--- src/rtl/cc_ser_pkg.sv ---
package cc_ser_pkg;

    localparam int RUNIN_BITS = 14;
    localparam int SYNC_BITS  = 3;
    localparam int BYTE_BITS  = 8;
    localparam int FRAME_LEN  = RUNIN_BITS + SYNC_BITS + 2 * BYTE_BITS;
    localparam int IDX_W      = $clog2(FRAME_LEN);
    localparam int B0_LO      = RUNIN_BITS + SYNC_BITS;
    localparam int B1_LO      = B0_LO + BYTE_BITS;

    // start code in send order: slot0=0, slot1=0, slot2=1
    localparam logic [SYNC_BITS-1:0] SYNC_CODE = 3'b100;

    typedef enum logic [2:0] {
        ST_IDLE,
        ST_WAIT,
        ST_RUNIN,
        ST_FRAME,
        ST_DATA
    } ser_state_t;

    // odd parity over the low seven bits placed in bit 7
    function automatic logic [BYTE_BITS-1:0] with_parity(input logic [BYTE_BITS-1:0] b);
        return {~(^b[BYTE_BITS-2:0]), b[BYTE_BITS-2:0]};
    endfunction

endpackage

--- src/rtl/cc_frame_build.sv ---
module cc_frame_build
    import cc_ser_pkg::*;
(
    input  logic [BYTE_BITS-1:0] byte0,
    input  logic [BYTE_BITS-1:0] byte1,
    output logic [FRAME_LEN-1:0] frame
);

    // run-in: alternating slots, first slot high
    genvar g;
    generate
        for (g = 0; g < RUNIN_BITS; g++) begin : g_runin
            localparam logic SLOT_VAL = ((g % 2) == 0) ? 1'b1 : 1'b0;
            assign frame[g] = SLOT_VAL;
        end
    endgenerate

    assign frame[RUNIN_BITS +: SYNC_BITS] = SYNC_CODE;
    assign frame[B0_LO +: BYTE_BITS]      = with_parity(byte0);
    assign frame[B1_LO +: BYTE_BITS]      = with_parity(byte1);

endmodule

--- src/rtl/cc_bit_timer.sv ---
module cc_bit_timer #(
    parameter int BIT_CLKS = 4
) (
    input  logic clk,
    input  logic rst_n,
    input  logic run,
    output logic tick
);

    generate
        if (BIT_CLKS == 1) begin : g_single
            assign tick = run;
        end else begin : g_count
            localparam int CNT_W = $clog2(BIT_CLKS);
            localparam logic [CNT_W-1:0] LAST = CNT_W'(BIT_CLKS - 1);
            logic [CNT_W-1:0] cnt;

            always_ff @(posedge clk) begin
                if (!rst_n || !run) begin
                    cnt <= '0;
                end else if (cnt == LAST) begin
                    cnt <= '0;
                end else begin
                    cnt <= cnt + 1'b1;
                end
            end

            assign tick = run && (cnt == LAST);

            AST_TICK_SPACING: assert property (@(posedge clk) disable iff (!rst_n)
                tick |=> !tick);
        end
    endgenerate

endmodule

--- src/rtl/cc_ser_fsm.sv ---
module cc_ser_fsm
    import cc_ser_pkg::*;
#(
    parameter int DLY_W = 8
) (
    input  logic                 clk,
    input  logic                 rst_n,
    input  logic                 line_ref,
    input  logic                 cap_line,
    input  logic                 en_sel,
    input  logic [FRAME_LEN-1:0] frame_in,
    input  logic [DLY_W-1:0]     dly_in,
    input  logic                 tick,
    output logic                 run,
    output logic                 cc_bit,
    output logic                 cc_valid
);

    localparam logic [IDX_W-1:0] RUNIN_END = IDX_W'(RUNIN_BITS - 1);
    localparam logic [IDX_W-1:0] SYNC_END  = IDX_W'(RUNIN_BITS + SYNC_BITS - 1);
    localparam logic [IDX_W-1:0] DATA_END  = IDX_W'(FRAME_LEN - 1);

    ser_state_t           state, state_nx;
    logic [IDX_W-1:0]     idx;
    logic [DLY_W-1:0]     dly_cnt;
    logic [FRAME_LEN-1:0] frame_q;
    logic                 start;
    logic                 active;

    assign start  = line_ref && cap_line && en_sel && (state == ST_IDLE);
    assign active = (state == ST_RUNIN) || (state == ST_FRAME) || (state == ST_DATA);
    assign run    = active;

    // next-state logic
    always_comb begin
        state_nx = state;
        unique case (state)
            ST_IDLE:  if (start)                      state_nx = ST_WAIT;
            ST_WAIT:  if (dly_cnt == '0)              state_nx = ST_RUNIN;
            ST_RUNIN: if (tick && idx == RUNIN_END)   state_nx = ST_FRAME;
            ST_FRAME: if (tick && idx == SYNC_END)    state_nx = ST_DATA;
            ST_DATA:  if (tick && idx == DATA_END)    state_nx = ST_IDLE;
            default:                                  state_nx = ST_IDLE;
        endcase
    end

    // state register and datapath registers
    always_ff @(posedge clk) begin
        if (!rst_n) begin
            state   <= ST_IDLE;
            idx     <= '0;
            dly_cnt <= '0;
            frame_q <= '0;
        end else begin
            state <= state_nx;
            if (start) begin
                frame_q <= frame_in;
                dly_cnt <= dly_in;
                idx     <= '0;
            end else begin
                if (state == ST_WAIT && dly_cnt != '0) begin
                    dly_cnt <= dly_cnt - 1'b1;
                end
                if (active && tick) begin
                    idx <= (state_nx == ST_IDLE) ? '0 : idx + 1'b1;
                end
            end
        end
    end

    // outputs
    always_comb begin
        cc_valid = active;
        cc_bit   = active ? frame_q[idx] : 1'b0;
    end

    AST_RUNIN_FIRST_HIGH: assert property (@(posedge clk) disable iff (!rst_n)
        $rose(cc_valid) |-> cc_bit);

    AST_RUNIN_TOGGLE: assert property (@(posedge clk) disable iff (!rst_n)
        (state == ST_RUNIN && tick && idx != RUNIN_END) |=> (cc_bit != $past(cc_bit)));

    AST_SYNC_LAST_HIGH: assert property (@(posedge clk) disable iff (!rst_n)
        (state == ST_FRAME && idx == SYNC_END) |-> cc_bit);

    AST_PARITY_ODD: assert property (@(posedge clk) disable iff (!rst_n)
        cc_valid |-> ((^frame_q[B0_LO +: BYTE_BITS]) && (^frame_q[B1_LO +: BYTE_BITS])));

    AST_DISABLED_IDLE: assert property (@(posedge clk) disable iff (!rst_n)
        (state == ST_IDLE && line_ref && cap_line && !en_sel) |=> (state == ST_IDLE));

    AST_NO_RETRIGGER: assert property (@(posedge clk) disable iff (!rst_n)
        (active && line_ref) |=> (state != ST_WAIT));

    AST_FRAME_HELD: assert property (@(posedge clk) disable iff (!rst_n)
        (state != ST_IDLE) |=> (state == ST_IDLE || $stable(frame_q)));

    AST_BLANK_OUTSIDE: assert property (@(posedge clk) disable iff (!rst_n)
        (state == ST_IDLE || state == ST_WAIT) |-> !cc_bit);

endmodule

--- src/rtl/cc_line_serializer.sv ---
module cc_line_serializer
    import cc_ser_pkg::*;
#(
    parameter int BIT_CLKS = 4,
    parameter int DLY_W    = 8
) (
    input  logic             clk,
    input  logic             rst_n,
    input  logic             line_ref,
    input  logic             cap_line,
    input  logic             field_odd,
    input  logic             en_odd,
    input  logic             en_even,
    input  logic [7:0]       odd_b0,
    input  logic [7:0]       odd_b1,
    input  logic [7:0]       even_b0,
    input  logic [7:0]       even_b1,
    input  logic [DLY_W-1:0] start_dly,
    output logic             cc_bit,
    output logic             cc_valid
);

    logic [BYTE_BITS-1:0] sel_b0, sel_b1;
    logic                 sel_en;
    logic [FRAME_LEN-1:0] frame_w;
    logic                 run_w, tick_w;

    // field selection
    always_comb begin
        sel_b0 = field_odd ? odd_b0  : even_b0;
        sel_b1 = field_odd ? odd_b1  : even_b1;
        sel_en = field_odd ? en_odd  : en_even;
    end

    cc_frame_build u_build (
        .byte0 (sel_b0),
        .byte1 (sel_b1),
        .frame (frame_w)
    );

    cc_bit_timer #(.BIT_CLKS(BIT_CLKS)) u_timer (
        .clk   (clk),
        .rst_n (rst_n),
        .run   (run_w),
        .tick  (tick_w)
    );

    cc_ser_fsm #(.DLY_W(DLY_W)) u_fsm (
        .clk      (clk),
        .rst_n    (rst_n),
        .line_ref (line_ref),
        .cap_line (cap_line),
        .en_sel   (sel_en),
        .frame_in (frame_w),
        .dly_in   (start_dly),
        .tick     (tick_w),
        .run      (run_w),
        .cc_bit   (cc_bit),
        .cc_valid (cc_valid)
    );

endmodule

--- config.mk ---
export PLATFORM = sky130hd
export DESIGN_NAME = cc_line_serializer
export DESIGN_NICKNAME = d
export VERILOG_FILES = /design/src/rtl/cc_ser_pkg.sv /design/src/rtl/cc_frame_build.sv /design/src/rtl/cc_bit_timer.sv /design/src/rtl/cc_ser_fsm.sv /design/src/rtl/cc_line_serializer.sv
export SDC_FILE = /design/constraint.sdc
export NUM_CORES = 1
export LEC_CHECK = 0
export ABC_AREA = 1
export CAP_MARGIN = 20
export CORE_MARGIN = 2
export CORE_UTILIZATION = 30
export CTS_BUF_LIST = sky130_fd_sc_hd__clkbuf_4 sky130_fd_sc_hd__clkbuf_8 sky130_fd_sc_hd__clkbuf_16
export CTS_CLUSTER_DIAMETER = 100
export DETAILED_ROUTE_END_ITERATION = 8
export HOLD_SLACK_MARGIN = 0.03
export RECOVER_POWER = 100
export SKIP_CTS_REPAIR_TIMING = 1
export SLEW_MARGIN = 20
export SYNTH_ARGS = -nofsm -noshare
export SYNTH_HDL_FRONTEND = slang
export SYNTH_SLANG_ARGS = --single-unit
--- constraint.sdc ---
create_clock -name clk -period 2.1 [get_ports clk]
set_clock_uncertainty 0.15 [all_clocks]
set_input_delay 0.315 -clock clk [delete_from_list [all_inputs] [get_ports clk]]
set_output_delay 0.315 -clock clk [all_outputs]
set_load 0.02 [all_outputs]
-- Word level (Yosys, flattened, before mapping)
Cells that the tools add are included.
- bits in registers: 43
- input bits: 47
- logic and storage cells: 58
- $add $sub $neg: 3
- $lt $le $gt $ge: 1
- equal/unequal tests: 8
- muxes and demuxes: 15
- bitwise logic cells: 3
- reductions and logical operators: 23
- operators by type and width (kind ; count):
    $mux W8 ; 2
    $mux W3 ; 5
    $pmux W3 S5 ; 1
    $mux W7 ; 2
    $reduce_xor A7 Y1 ; 2
    $logic_and A1 B1 Y1 ; 9
    $logic_not A8 Y1 ; 1
    $reduce_bool A8 Y1 ; 1
    $sub A8 B1 Y8 const B ; 1
    $lt A6 B7 Y1 const B ; 1
    $add A6 B1 Y6 const B ; 1
    $bmux W1 S6 ; 1
    $eq A3 B2 Y1 const B ; 2
    $eq A6 B4 Y1 const B ; 1
    $eq A6 B5 Y1 const B ; 1
    $eq A6 B6 Y1 const B ; 1
    $logic_not A3 Y1 ; 2
    $mux W6 ; 1
    $reduce_or A2 Y1 ; 2
    $eq A3 B1 Y1 const B ; 1
    $eq A3 B3 Y1 const B ; 1
    $logic_or A1 B1 Y1 ; 3
    $mux W1 ; 3
    $not A1 Y1 ; 3
    other kinds (4) ; 5

-- Longest topological paths before layout
- word-level depth: 9
- depth in mapped cells: 14

-- Cells and area by module
From an unflattened synthesis, not the netlist that was laid out.
- cells, all modules: 542
- area, all modules: 3374.5 um^2
- by module, submodules not included (module ; times used ; cells each ; area each (um^2) ; sequential area each (um^2)):
    cc_ser_fsm ; 1 ; 380 ; 2528.7 ; 1001.0
    cc_frame_build ; 1 ; 97 ; 505.5 ; 0.0
    cc_line_serializer ; 1 ; 55 ; 255.2 ; 0.0
    cc_bit_timer ; 1 ; 10 ; 85.1 ; 40.0

-- Worst setup path before layout
Ideal clock, no wire load.
- kind: register to output
- start: reg u_fsm.idx[0]
- end: out cc_bit
- data arrival time: 1.338 ns
- slack: 0.297 ns
- stages on the path, launching flop included: 9
- buffers on the path: 2
- cell sequence: dfxtp_1 > buf_2 > buf_2 > nand2_1 > nand3_1 > nand2_1 > nand2_1 > nand4_1 > a21oi_1
- cells in the longest elaborated chain, start to end: 3
- RTL lines (element ; RTL line ; RTL):
    start: declaration ; cc_ser_fsm.sv:24 ; logic [IDX_W-1:0] idx;
    start signal: assignment ; cc_ser_fsm.sv:65 ; idx <= (state_nx == ST_IDLE) ? '0 : idx + 1'b1;
    $bmux W1 S6 ; cc_ser_fsm.sv:74 ; cc_bit = active ? frame_q[idx] : 1'b0;
    $mux W1 (implied by the code) ; cc_ser_fsm.sv:74 ;
    $mux W1 ; cc_ser_fsm.sv:74 ;
    end: declaration ; cc_line_serializer.sv:19 ; output logic cc_bit,
No other way between the ends. The select of a mux whose other input is x is not followed.

-- Worst setup path in the final report
Same ends and word-level chain as after synthesis.

==> impl_metrics.json <==
{
  "arrival_ns": 1.57,
  "stdcell_area_sq_um": 3270,
  "cts_sinks": 36,
  "utilization_pct": 39.9,
  "grt_pass1_wl_um": 10800,
  "max_slew_margin_pct": 67.0,
  "syn_avg_cell_area_sq_um": 6.16,
  "syn2layout_area_growth_pct": 29.4,
  "nets": 526,
  "drt-initial-drc-count": 93,
  "num-fill-cells": 893,
  "fin_ws_ns": 0.0645,
  "path_clk_slew_ns": 0.07,
  "core_area_sq_um": 8220,
  "period_share_pct": 96.9,
  "numCtsBuffers": 5,
  "synth_top_family_by_area": "simple AND/OR/NAND/NOR gates",
  "final-setup-viol-count": 0,
  "route.detailed.vias_per_inst": 4.52,
  "cts_root_buf": "clkbuf_8",
  "dieArea_sq_um": 9190,
  "wl_per_cell_um": 10.3,
  "ys_seq_area_share_pct": 28.5,
  "dr_wl_met2_um": 2870,
  "highest_layer": "met4",
  "synthXorXnorAreaFrac_pct": 2.42,
  "ir_worst_vdd_uv": 204,
  "fp.dieW_um": 95.9,
  "cts_tree": "yes",
  "power_density_nw_per_um2": 553,
  "min_from": "u_timer.g_count.cnt[0]$_SDFF_PP0_",
  "worst_pin_slew_ns": 0.495,
  "die_y_um": 95.9,
  "syn_inst": 411,
  "rsz0062_at_grt": "yes",
  "layout_common_cells": "142 x nand2_1, 55 x inv_1, 41 x clkdlybuf4s50_1",
  "gp_congestion": 0.843,
  "layout_commonest_cell": "nand2_1",
  "cp-end-kind": "output port",
  "cap_viol_max_count": 0,
  "register_area_sq_um": 726,
  "reg2reg_slack_ns": 0.22,
  "path_class": "register to output port",
  "clkLatencyLatePin_ns": 0.29,
  "synth_compound_area_share_pct": 14.8,
  "p_leak_nw": 1.58,
  "r2r_end": "u_fsm.idx[0]$_SDFFE_PP0P_",
  "postRouteAntennaNets": 0,
  "grt_overflow": 0,
  "crit_family": "compound AO/OA/AOI/OAI gates",
  "synth_simple_gate_area_share_pct": 38.3,
  "grt_antenna_before_repair": 0,
  "crit_start": "u_fsm.idx[0]$_SDFFE_PP0P_",
  "synthArstFlopShare_pct": 0,
  "met1_length_um": 2900,
  "yosysWarnings": 0,
  "required_ns": 1.63,
  "cp_slowest_cell": "dfxtp_4",
  "cts_max_level": 2,
  "status": "finished clean",
  "antenna_cells": 0,
  "dpl.cell_count": 572,
  "hold-path-endpoint": "u_timer.g_count.cnt[0]$_SDFF_PP0_",
  "path_buf_inv": 2,
  "reg2reg_depth": 10,
  "yosysUniqueCellTypes": 34,
  "period_minus_slack_ns": 2.04,
  "dp_hpwl_um": 4710,
  "synth_area_sq_um": 2530,
  "first_global_vias": 2530,
  "wl_met3_um": 138,
  "path_cells": "buf_4, o21ai_0, o21ai_0, nand2_1, nand4_1, a21oi_2, buf_4",
  "synthAdderAreaFrac_pct": 2.47,
  "grt_max_degree": 26,
  "start_kind": "register",
  "synth_seq_cells": 36,
  "drive_above_1_share_pct": 12.8,
  "initial_utilization_pct": 30.8,
  "synthMuxAreaShare_pct": 0,
  "finalHoldViolCount": 0,
  "first_pass_iters": 6,
  "placedInstanceArea_sq_um": 3200,
  "multiInputGateArea_sq_um": 1450,
  "drv_slew": 0,
  "holdPathStages": 1,
  "io_buffers": 44,
  "timing.fmax_mhz": 491,
  "clk_path_buf_depth": 2,
  "ys.flop_type": "dfxtp_1",
  "drc": 0,
  "wl_um": 5970,
  "layout.cells.non_filler": 580,
  "timing.rr.start": "u_fsm.idx[1]$_SDFFE_PP0P_",
  "track_usage_pct": 14.5,
  "slowest_delay_ns": 0.39,
  "synth_edf_count": 0,
  "vias": 2624,
  "cp_max_fo": 13,
  "hp-class": "register to register",
  "io_pins": 49,
  "num_rows": 33,
  "pre_cts_ws_ns": -0.219,
  "synth.net_count": 463
}
worst register-to-register path, cell delays in order (launching register included):
cell      delay, ns
dfxtp_1        0.35
inv_2          0.14
clkbuf_1       0.17
ha_1           0.16
nand2_1        0.07
nor2_1         0.14
nand3_1        0.09
nand2_1        0.10
nand3_1        0.09
nor2_2         0.23
nor3_1         0.07
power breakdown:
group	total [mW]	internal, mW	switching (mW)
registers	0.743	0.718	0.0253
clock network	0.606	0.351	0.255
logic	0.460	0.212	0.248
total	1.81	1.28	0.529
metrics by stage:
| step | hold WS, ns | power [mW] | TNS [ns] |
|---|---|---|---|
| global placement | 0.256 | 1.22 | -0.296 |
| CTS | 0.283 | 1.85 | -0.614 |
| detailed placement | 0.272 | 1.23 | -0.527 |
| global route | 0.295 | 1.94 | -0.369 |
| finish | 0.272 | 1.81 | 0 |
| floorplan | 0.248 | 1.06 | 0 |
registers in the layout, indices dropped and copies added, names as in the netlist:
name                 flops
u_fsm.frame_q           17
u_fsm.state              3
u_timer.g_count.cnt      2
u_fsm.idx                6
u_fsm.dly_cnt            8
synthesized netlist by cell type, types with 5 or more instances:
cell type	n	area share [%]
inv_2	6	0.89
xor2_1	5	1.7
a211oi_2	7	3.5
nor2_1	32	4.7
ha_1	5	2.5
nand2_1	141	21
o21ai_0	21	4.2
buf_6	5	2.2
inv_1	56	8.3
nor3_1	5	0.99
a21oi_1	22	4.4
dfxtp_1	36	28
nand3_1	29	5.7
layout make-up:
type,instances,area share (%)
clock buffer,5,2.10
clock inverter,3,1.30
inverter,65,7.68
multi-input combinational,298,44.2
sequential,36,22.2
tap,105,4.01
timing repair buffer,68,18.6
cells by family after synthesis:
family,Yosys count
DFF,36
xor gates and xnor gates,7
buffers and inverters,77
AOI/OAI and AO/OA,61
and+or+nand+nor,225
adders and majority gates,5
metal layers:
metal,vias up,track usage [%]
met2,27,25.5
met1,1171,18.4
met3,5,1.96
li1,1421,-
met5,-,0
met4,0,4.64
how the worst max path moves through the flow:
| stage | endpoint | slack, ns | depth (start not counted) |
|---|---|---|---|
| 2_1_floorplan | cc_bit | 0.30 | 8 |
| 3_3_place_gp | cc_bit | -0.20 | 7 |
| 3_5_place_dp | cc_bit | -0.22 | 7 |
| 4_1_cts | cc_bit | -0.54 | 7 |
| 5_1_grt | cc_bit | -0.09 | 7 |
| 6_report | cc_bit | 0.06 | 7 |
Power figures use the tool's default switching activity.
